## src/rtl/fef_pkg.sv

```systemverilog
package fef_pkg;
  localparam int unsigned MARK_ONES_DEF  = 84;
  localparam int unsigned HITS_NEED_DEF  = 3;
  localparam int unsigned QUIET_BITS_DEF = 256;
endpackage

```

## src/rtl/fef_tx_gen.sv

```systemverilog
module fef_tx_gen #(
  parameter int unsigned MARK_ONES = fef_pkg::MARK_ONES_DEF
) (
  input  logic clk_i,
  input  logic rst_ni,
  input  logic active_i,
  input  logic sig_det_i,
  input  logic tx_bit_i,
  output logic tx_bit_o
);
  localparam int unsigned PW = $clog2(MARK_ONES + 1);

  logic          sending_q;
  logic [PW-1:0] pos_q;
  logic          last_bit;

  assign last_bit = (pos_q == PW'(MARK_ONES));

  always_ff @(posedge clk_i or negedge rst_ni) begin
    if (!rst_ni) begin
      sending_q <= 1'b0;
      pos_q     <= '0;
    end else if (!active_i) begin
      sending_q <= 1'b0;
      pos_q     <= '0;
    end else if (!sending_q) begin
      pos_q <= '0;
      if (!sig_det_i) sending_q <= 1'b1;
    end else if (last_bit) begin
      // boundary: only place a marker may stop or continue
      pos_q     <= '0;
      sending_q <= !sig_det_i;
    end else begin
      pos_q <= pos_q + 1'b1;
    end
  end

  assign tx_bit_o = (active_i && sending_q) ? !last_bit : tx_bit_i;
endmodule

```

## src/rtl/fef_rx_det.sv

```systemverilog
module fef_rx_det #(
  parameter int unsigned MARK_ONES  = fef_pkg::MARK_ONES_DEF,
  parameter int unsigned HITS_NEED  = fef_pkg::HITS_NEED_DEF,
  parameter int unsigned QUIET_BITS = fef_pkg::QUIET_BITS_DEF
) (
  input  logic clk_i,
  input  logic rst_ni,
  input  logic active_i,
  input  logic rx_bit_i,
  output logic fault_o
);
  localparam int unsigned RW = $clog2(MARK_ONES + 2);
  localparam int unsigned HW = $clog2(HITS_NEED + 1);
  localparam int unsigned QW = $clog2(QUIET_BITS + 1);

  logic [RW-1:0] run_q;
  logic [HW-1:0] hits_q;
  logic [QW-1:0] quiet_q;
  logic          fault_q;
  logic          hit, long_run, quiet_end;

  assign hit       = !rx_bit_i && (run_q == RW'(MARK_ONES));
  assign long_run  =  rx_bit_i && (run_q == RW'(MARK_ONES));
  assign quiet_end = !hit && (quiet_q == QW'(QUIET_BITS - 1));

  always_ff @(posedge clk_i or negedge rst_ni) begin
    if (!rst_ni) begin
      run_q   <= '0;
      hits_q  <= '0;
      quiet_q <= '0;
      fault_q <= 1'b0;
    end else if (!active_i) begin
      run_q   <= '0;
      hits_q  <= '0;
      quiet_q <= '0;
      fault_q <= 1'b0;
    end else begin
      if (rx_bit_i) begin
        if (run_q != RW'(MARK_ONES + 1)) run_q <= run_q + 1'b1;
      end else begin
        run_q <= '0;
        if (!hit)                          hits_q <= '0;
        else if (hits_q != HW'(HITS_NEED)) hits_q <= hits_q + 1'b1;
      end
      if (hit)                                quiet_q <= '0;
      else if (quiet_q != QW'(QUIET_BITS))    quiet_q <= quiet_q + 1'b1;
      if (hit && (hits_q >= HW'(HITS_NEED - 1)))  fault_q <= 1'b1;
      else if (long_run || quiet_end)             fault_q <= 1'b0;
    end
  end

  assign fault_o = fault_q;
endmodule

```

## src/rtl/fef_unit.sv

```systemverilog
module fef_unit #(
  parameter int unsigned MARK_ONES  = fef_pkg::MARK_ONES_DEF,
  parameter int unsigned HITS_NEED  = fef_pkg::HITS_NEED_DEF,
  parameter int unsigned QUIET_BITS = fef_pkg::QUIET_BITS_DEF
) (
  input  logic clk_i,
  input  logic rst_ni,
  input  logic fiber_en_i,
  input  logic sig_det_i,
  input  logic fef_en_i,
  input  logic tx_bit_i,
  input  logic rx_bit_i,
  output logic tx_bit_o,
  output logic fault_o,
  output logic link_o
);
  logic active;

  assign active = fiber_en_i && fef_en_i;

  fef_tx_gen #(.MARK_ONES(MARK_ONES)) i_tx_gen (
    .clk_i     (clk_i),
    .rst_ni    (rst_ni),
    .active_i  (active),
    .sig_det_i (sig_det_i),
    .tx_bit_i  (tx_bit_i),
    .tx_bit_o  (tx_bit_o)
  );

  fef_rx_det #(
    .MARK_ONES (MARK_ONES),
    .HITS_NEED (HITS_NEED),
    .QUIET_BITS(QUIET_BITS)
  ) i_rx_det (
    .clk_i    (clk_i),
    .rst_ni   (rst_ni),
    .active_i (active),
    .rx_bit_i (rx_bit_i),
    .fault_o  (fault_o)
  );

  assign link_o = fiber_en_i && sig_det_i && !fault_o;
endmodule

```

## config.mk

```make
export PLATFORM = sky130hd
export DESIGN_NAME = fef_unit
export DESIGN_NICKNAME = d
export VERILOG_FILES = /design/src/rtl/fef_pkg.sv /design/src/rtl/fef_tx_gen.sv /design/src/rtl/fef_rx_det.sv /design/src/rtl/fef_unit.sv
export SDC_FILE = /design/constraint.sdc
export NUM_CORES = 1
export LEC_CHECK = 0
export BUFFER_PORTS_ARGS = -buffer_cell sky130_fd_sc_hd__buf_2
export CAP_MARGIN = 0
export CORE_MARGIN = 2
export CORE_UTILIZATION = 40
export CTS_BUF_LIST = sky130_fd_sc_hd__clkbuf_8 sky130_fd_sc_hd__clkbuf_16
export DETAILED_ROUTE_END_ITERATION = 12
export GPL_TIMING_DRIVEN = 0
export PLACE_DENSITY = 0.63
export SKIP_LAST_GASP = 1
export SYNTH_ARGS = -nofsm -noshare
export SYNTH_HDL_FRONTEND = slang
export SYNTH_SLANG_ARGS = --single-unit
```

## constraint.sdc

```tcl
create_clock -name clk_i -period 2.5 [get_ports clk_i]
set_clock_uncertainty 0.05 [all_clocks]
set_input_delay 0.5 -clock clk_i [delete_from_list [all_inputs] [get_ports clk_i]]
set_output_delay 0.5 -clock clk_i [all_outputs]
set_load 0.1 [all_outputs]
```

Word level (Yosys, flattened, before mapping)
Cells that the tools add are included.
{"block": "totals", "regBits": 27, "wordCells": 58, "output_inout_bits": 3, "inputBits": 7}
{"block": "op_classes", "n_reduce_logical": 15, "n_mux": 21, "n_eq_ne": 11, "order_cmp": 1, "addsub": 4}
{"op": "7-bit 2-to-1 mux", "count": 6}
{"op": "9-bit 2-to-1 mux", "count": 3}
{"op": "7-bit by 1-bit adder with 7-bit output (second input constant)", "count": 2}
{"op": "7-bit equality test (second input constant)", "count": 2}
{"op": "3-bit != test (second input constant)", "count": 4}
{"op": "9-bit by 1-bit adder with 9-bit output (second input constant)", "count": 1}
{"op": "9-bit by 8-bit equality test with 1-bit output (second input constant)", "count": 1}
{"op": "9-bit != test (second input constant)", "count": 1}
{"op": "1-bit logical AND", "count": 8}
{"op": "1-bit 2-to-1 mux", "count": 8}
{"op": "2-bit 2-to-1 mux", "count": 4}
{"op": "7-bit != test (second input constant)", "count": 1}
{"op": "1-bit logical NOT", "count": 5}
{"op": "2-bit != test (second input constant)", "count": 2}
{"op": "2-bit by 1-bit adder with 2-bit output (second input constant)", "count": 1}
{"op": "2-bit greater-or-equal comparator (second input constant)", "count": 1}
{"op": "2-bit AND reduction", "count": 1}
{"op": "1-bit logical OR", "count": 1}

Logic depth before layout (Yosys ltp)
{"block": "logic_depth", "ltp_word": 8, "ltp_mapped": 6, "mapped_depth_nobuf": 6}

Modules after synthesis
Synthesis repeated with hierarchy kept, for this count alone.
{"block": "unflattened", "cells_unflattened": 161, "hier_area_um2": 1495.2}
{"mod": "fef_rx_det", "area_each_um2": 1098.6, "seq_area_each_um2": 475.5, "cells_each": 121, "instances": 1}
{"mod": "fef_tx_gen", "area_each_um2": 381.6, "seq_area_each_um2": 200.2, "cells_each": 38, "instances": 1}
{"mod": "fef_unit", "area_each_um2": 15.0, "seq_area_each_um2": 0.0, "cells_each": 2, "instances": 1}

Worst setup path before layout
OpenSTA, ideal clock, no wires.
{"block": "synth_path", "path_type": "reg-to-output", "from": "register i_rx_det.fault_q, in the netlist i_rx_det.fault_o", "to": "output port link_o", "t_required_ps": 1950, "arrival_time_ps": 2167, "stages_incl_launch_ff": 2, "setup_slack_ps": -217, "path_buffers": 0, "cell_sequence": "dfrtp_1 > nor2_1"}
{"block": "synth_via", "elab_chain_len": 2}
{"item": "start: declaration", "line_no": "fef_rx_det.sv:19", "text": "logic fault_q;"}
{"item": "start signal: assignment", "line_no": "fef_rx_det.sv:31", "text": "fault_q <= 1'b0;"}
{"item": "start signal: assignment", "line_no": "fef_rx_det.sv:36", "text": "fault_q <= 1'b0;"}
{"item": "start signal: assignment", "line_no": "fef_rx_det.sv:47", "text": "if (hit && (hits_q >= HW'(HITS_NEED - 1))) fault_q <= 1'b1;"}
{"item": "1-bit logical NOT", "line_no": "fef_unit.sv:42", "text": "assign link_o = fiber_en_i && sig_det_i && !fault_o;"}
{"item": "1-bit logical AND", "line_no": "fef_unit.sv:42"}
{"item": "end: declaration", "line_no": "fef_unit.sv:15", "text": "output logic link_o"}
Every way passes these cells.

Final worst setup path
{"block": "layout_path", "from": "input port fiber_en_i", "to": "output port tx_bit_o"}
{"block": "layout_via", "elab_chain_len": 3}
{"item": "start: declaration", "line_no": "fef_unit.sv:8", "text": "input logic fiber_en_i,"}
{"item": "1-bit logical AND", "line_no": "fef_unit.sv:19", "text": "assign active = fiber_en_i && fef_en_i;"}
{"item": "1-bit logical AND", "line_no": "fef_tx_gen.sv:38", "text": "assign tx_bit_o = (active_i && sending_q) ? !last_bit : tx_bit_i;"}
{"item": "1-bit 2-to-1 mux", "line_no": "fef_tx_gen.sv:38"}
{"item": "end: declaration", "line_no": "fef_unit.sv:13", "text": "output logic tx_bit_o,"}
Every way passes these cells.

==> results.txt <==
The run finished with clean final reports. The via total after detailed routing came out at a little over 1,000. STA classifies the critical path endpoint as an output port. Before CTS, the worst setup slack after placement is between 0.006 and 0.007 ns. Of the total power, the clock network draws 0.327.

During I/O placement, the number of pins put on the boundary was 10. The number of buffers inserted by hold repair at cts came out at 0. Data on the critical path arrives at its endpoint at between 1.5 and 2 ns.

The total DRC errors in the routed layout came out at 0. The core box area is about 3400 sq um. For this design the total switching power over the nets is 0.000175 W.

The average cell area after synthesis is between 9 and 10 sq um. The pin count of the biggest net entering global routing is 28. The die span in y came out at around 64 um. The number of buffers inserted during clock tree synthesis came out at 3. In this run the critical register-to-register path is captured at i_rx_det.quiet_q[1]. The total setup buffers inserted after CTS is 0. The clock passes through at most 2 buffers. The most critical setup path has its endpoint at tx_bit_o. In the final layout, the share of cells above drive strength 1 is 0.116.

The port buffer count came out at 9. The worst register-to-register path begins at i_rx_det.quiet_q[0]. In the final routed layout, each cell accounts on average for between 10 and 15 um. The transition time at the pin with the least slew margin is around 0.58 ns. The share of total power dissipated in sequential elements is 0.600. The number of instances in the placed design came out at 198. The routed design uses approximately 97 um of met3 wire. The largest voltage drop on the vdd net came out at 0.265 mV. The combinational cell fraction of total power is 0.073. Setup repair after global routing left no endpoint under its margin. The floorplan has 21 rows.

The distinct cell type count of the synthesized netlist is 32. The layout overhead on the synthesized area is 10.6%. The wire length reported by the detailed router is 2540 um. The critical-path maximum fanout is 9. In this run the number of H-tree levels came out at 1.

The filler cell count is approximately 350. The via count of the first global-routing pass is approximately 1,000. In the post-route analysis, the smallest setup slack over all paths is 0.225 ns. The critical-path cell with the highest stage delay is and2_1. The tightest min-delay check is of the in2async type. TritonCTS built the clock tree. The first global-routing pass estimated 4490 um of wire. The initial antenna violation count was 0.

The total setup violations reported at the end of the flow is 0. Clock latency on the worst-skew pair, taken at its later pin, is 0.27 ns. The filler-free cell count of the finished design came out at ~200. The placed wire-length estimate came out at ~1900 um. The static leakage is around 0.7 nW. For this block, wires on met1 add up to approximately 1300 um. Summing every instance area after synthesis gives roughly 1400 sq um. The power density over the cells came out at around 470 nW/um^2. Counting every net in the synthesized netlist gives 160.

The die width is 63.6 um. The worst setup path is launched from an input port. The ratio of routed vias to standard cells came out at ~5. The detailed router used layers up to and including met4.

The most critical setup path has its startpoint at fiber_en_i. The highest cell delay on the worst timing path is between 0.3 and 0.4 ns. The worst setup path is of the in2out kind. The register bit total from synthesis came out at 27. The number of max-capacitance violations reported came out at 0. The residual antenna-violating net count after detailed routing is 0. The post-route minimum period is ~2.3 ns. The final-report max-slew violation count is 0. 0 antenna diodes ended up in the layout. The hold violation count in the final report came out at 0. Among the stages of the critical path, the cell type that occurs most often is nand2_1.

The worst register-to-register path has a depth of 6. The aggregate negative setup slack is 0 ns. The switching share of total power came out at 0.237. The starting DRC count in detailed routing came out at 66.

For this run, the post-layout net count is approximately 170. For this run, the total global-route usage over all layers was measured as 0.140. The buffer cell driving the clock tree root is clkbuf_8. The wire length on met2 came out at approximately 1200 um. The tightest slew margin relative to the limit came out at 0.610.

The post-route fraction of the period consumed by the critical path is 0.910. The peak clock frequency supported by timing came out at roughly 0.44 GHz. The area enclosed by the die boundary came out at 4040 sq um. Clock tree synthesis found a total of 27 sinks. The routability congestion estimate is 0.774.

In this run the register-to-register setup slack is around 0.84 ns. The share of the yosys chip area belonging to registers is 0.476. The share of the core filled with cells is 0.467. For this configuration, the core starts out at a cell density of 0.422. The required time of the worst setup path came out at between 1.5 and 2 ns. Cell internal power was estimated by the tool at between 0.0005 and 0.0006 W. The total of warnings raised by yosys is 0. The remaining global-route overflow is 0. The clock-pin transition on the worst setup and hold timing paths came out at 0.09 ns. The number of detailed-routing iterations run before antenna repair is 4.

In the synthesized netlist, the number of instances is approximately 140. Traced cell by cell, the critical path runs through buf_2, and2_1, nand2_1, a31o_2, nand2_1, clkbuf_4.
-- cell usage in the layout, fill, tap and decap left out --
cell type / synthesis / routed
a21oi_1: 5 / 5
a311oi_1: 1 / 1
a31o_2: 1 / 1
a31oi_1: 1 / 1
a41o_1: 1 / 1
and2_1: 1 / 1
and3_1: 4 / 4
and3_2: 1 / 1
and4bb_4: 1 / 1
buf_2: 0 / 8
clkbuf_4: 0 / 1
clkbuf_8: 0 / 3
clkinv_2: 0 / 1
dfrtp_1: 27 / 27
ha_1: 10 / 10
inv_1: 8 / 8
mux2i_1: 1 / 1
nand2_1: 14 / 14
nand2b_1: 1 / 1
nand3_1: 14 / 14
nand3b_1: 1 / 1
nand4_1: 1 / 1
nand4b_1: 1 / 1
nand4b_4: 1 / 1
nor2_1: 20 / 19
nor2_2: 0 / 1
nor3_1: 1 / 1
nor4b_1: 2 / 2
nor4bb_1: 1 / 1
o211ai_1: 1 / 1
o21ai_0: 2 / 2
o22ai_1: 2 / 2
o31ai_1: 2 / 2
or3_1: 3 / 3
xnor2_1: 4 / 4
xor2_1: 9 / 9
-- state kept, by name, summed over array words and instances (netlist names) --
register and cells:
i_rx_det.fault_o 1, i_rx_det.quiet_q 9, i_tx_gen.sending_q 1, i_tx_gen.pos_q 7, i_rx_det.hits_q 2, i_rx_det.run_q 7
-- worst max-delay path: cells and delay by family --
kind	cells	cell delay, ns
AOI/OAI and AO/OA	1	0.29
buffers and inverters	2	0.42
and+or+nand+nor	3	0.51
-- worst min-delay path by stage --
stage	slack [ns]	to	start
6_report	0.17	i_tx_gen.pos_q[4]	rst_ni
5_1_grt	0.20	i_tx_gen.pos_q[4]	rst_ni
3_5_place_dp	0.42	i_tx_gen.pos_q[0]	i_tx_gen.pos_q[0]
2_1_floorplan	0.15	i_rx_det.fault_o	rst_ni
3_3_place_gp	0.42	i_tx_gen.pos_q[0]	i_tx_gen.pos_q[0]
4_1_cts	0.19	i_tx_gen.pos_q[4]	rst_ni
-- metal layers --
layer	global-route usage	vias to the layer above
li1	-	518
met1	0.179	496
met2	0.229	20
met3	0.0464	2
met4	0.0326	0
met5	0	-
-- cell type report --
class,count,area [sq um],share of cell area
timing repair buffer,9,47.5,0.0303
sequential,27,676,0.431
clock inverter,1,5.00,0.00319
multi-input combinational,107,712,0.454
inverter,8,30.0,0.0191
tap,46,57.6,0.0367
clock buffer,3,41.3,0.0263
-- through the flow --
step / hold WS (ns) / area [sq um] / power [W]
after floorplan: 0.154 / 1420 / 0.000486
after global placement: 0.420 / 1520 / 0.000507
after detailed placement: 0.418 / 1520 / 0.000509
after CTS: 0.194 / 1570 / 0.000752
after global routing: 0.204 / 1570 / 0.000782
final: 0.166 / 1570 / 0.000741
-- logic make-up after synthesis --
group	share of synthesized area
fa+ha+maj	0.0882
buf+inv	0.0238
flops	0.476
simple gates	0.251
compound gates	0.0732
mux	0.00705
xor+xnor	0.0802
-- power groups by stage --
stage          sequential (W)  clock, W  combinational [W]
2_1_floorplan        0.000452         0          0.0000343
4_1_cts              0.000445  0.000252          0.0000559
3_5_place_dp         0.000453         0          0.0000557
5_1_grt              0.000446  0.000276          0.0000608
3_3_place_gp         0.000453         0          0.0000544
6_report             0.000445  0.000242          0.0000545
-- Yosys cell counts (all sizes together) --
cell	n	area [sq um]
mux2i	1	10.0
xnor2	4	35.0
o31ai	2	15.0
clkbuf	1	3.75
o22ai	2	12.5
and2	1	6.26
nand2	14	52.6
dfrtp	27	676
o21ai	2	10.0
nand3b	1	7.51
a311oi	1	8.76
or3	3	18.8
o211ai	1	7.51
nand3	14	70.1
nor2	20	75.1
nand4b	2	32.5
nand4	1	6.26
nor4bb	1	10.0
nand2b	1	6.26
ha	10	125
a31oi	1	6.26
nor4b	2	17.5
and4bb	1	16.3
xor2	9	78.8
a21oi	5	25.0
a41o	1	10.0
inv	8	30.0
a31o	1	8.76
and3	5	32.5
nor3	1	5.00
-- what timing repair did --
item | CTS | global route
endpoints found under the setup margin | 0 | 1
gates resized for setup | 0 | 1
endpoints found under the hold margin | 0 | 0
(Power assumes the default switching activity.)
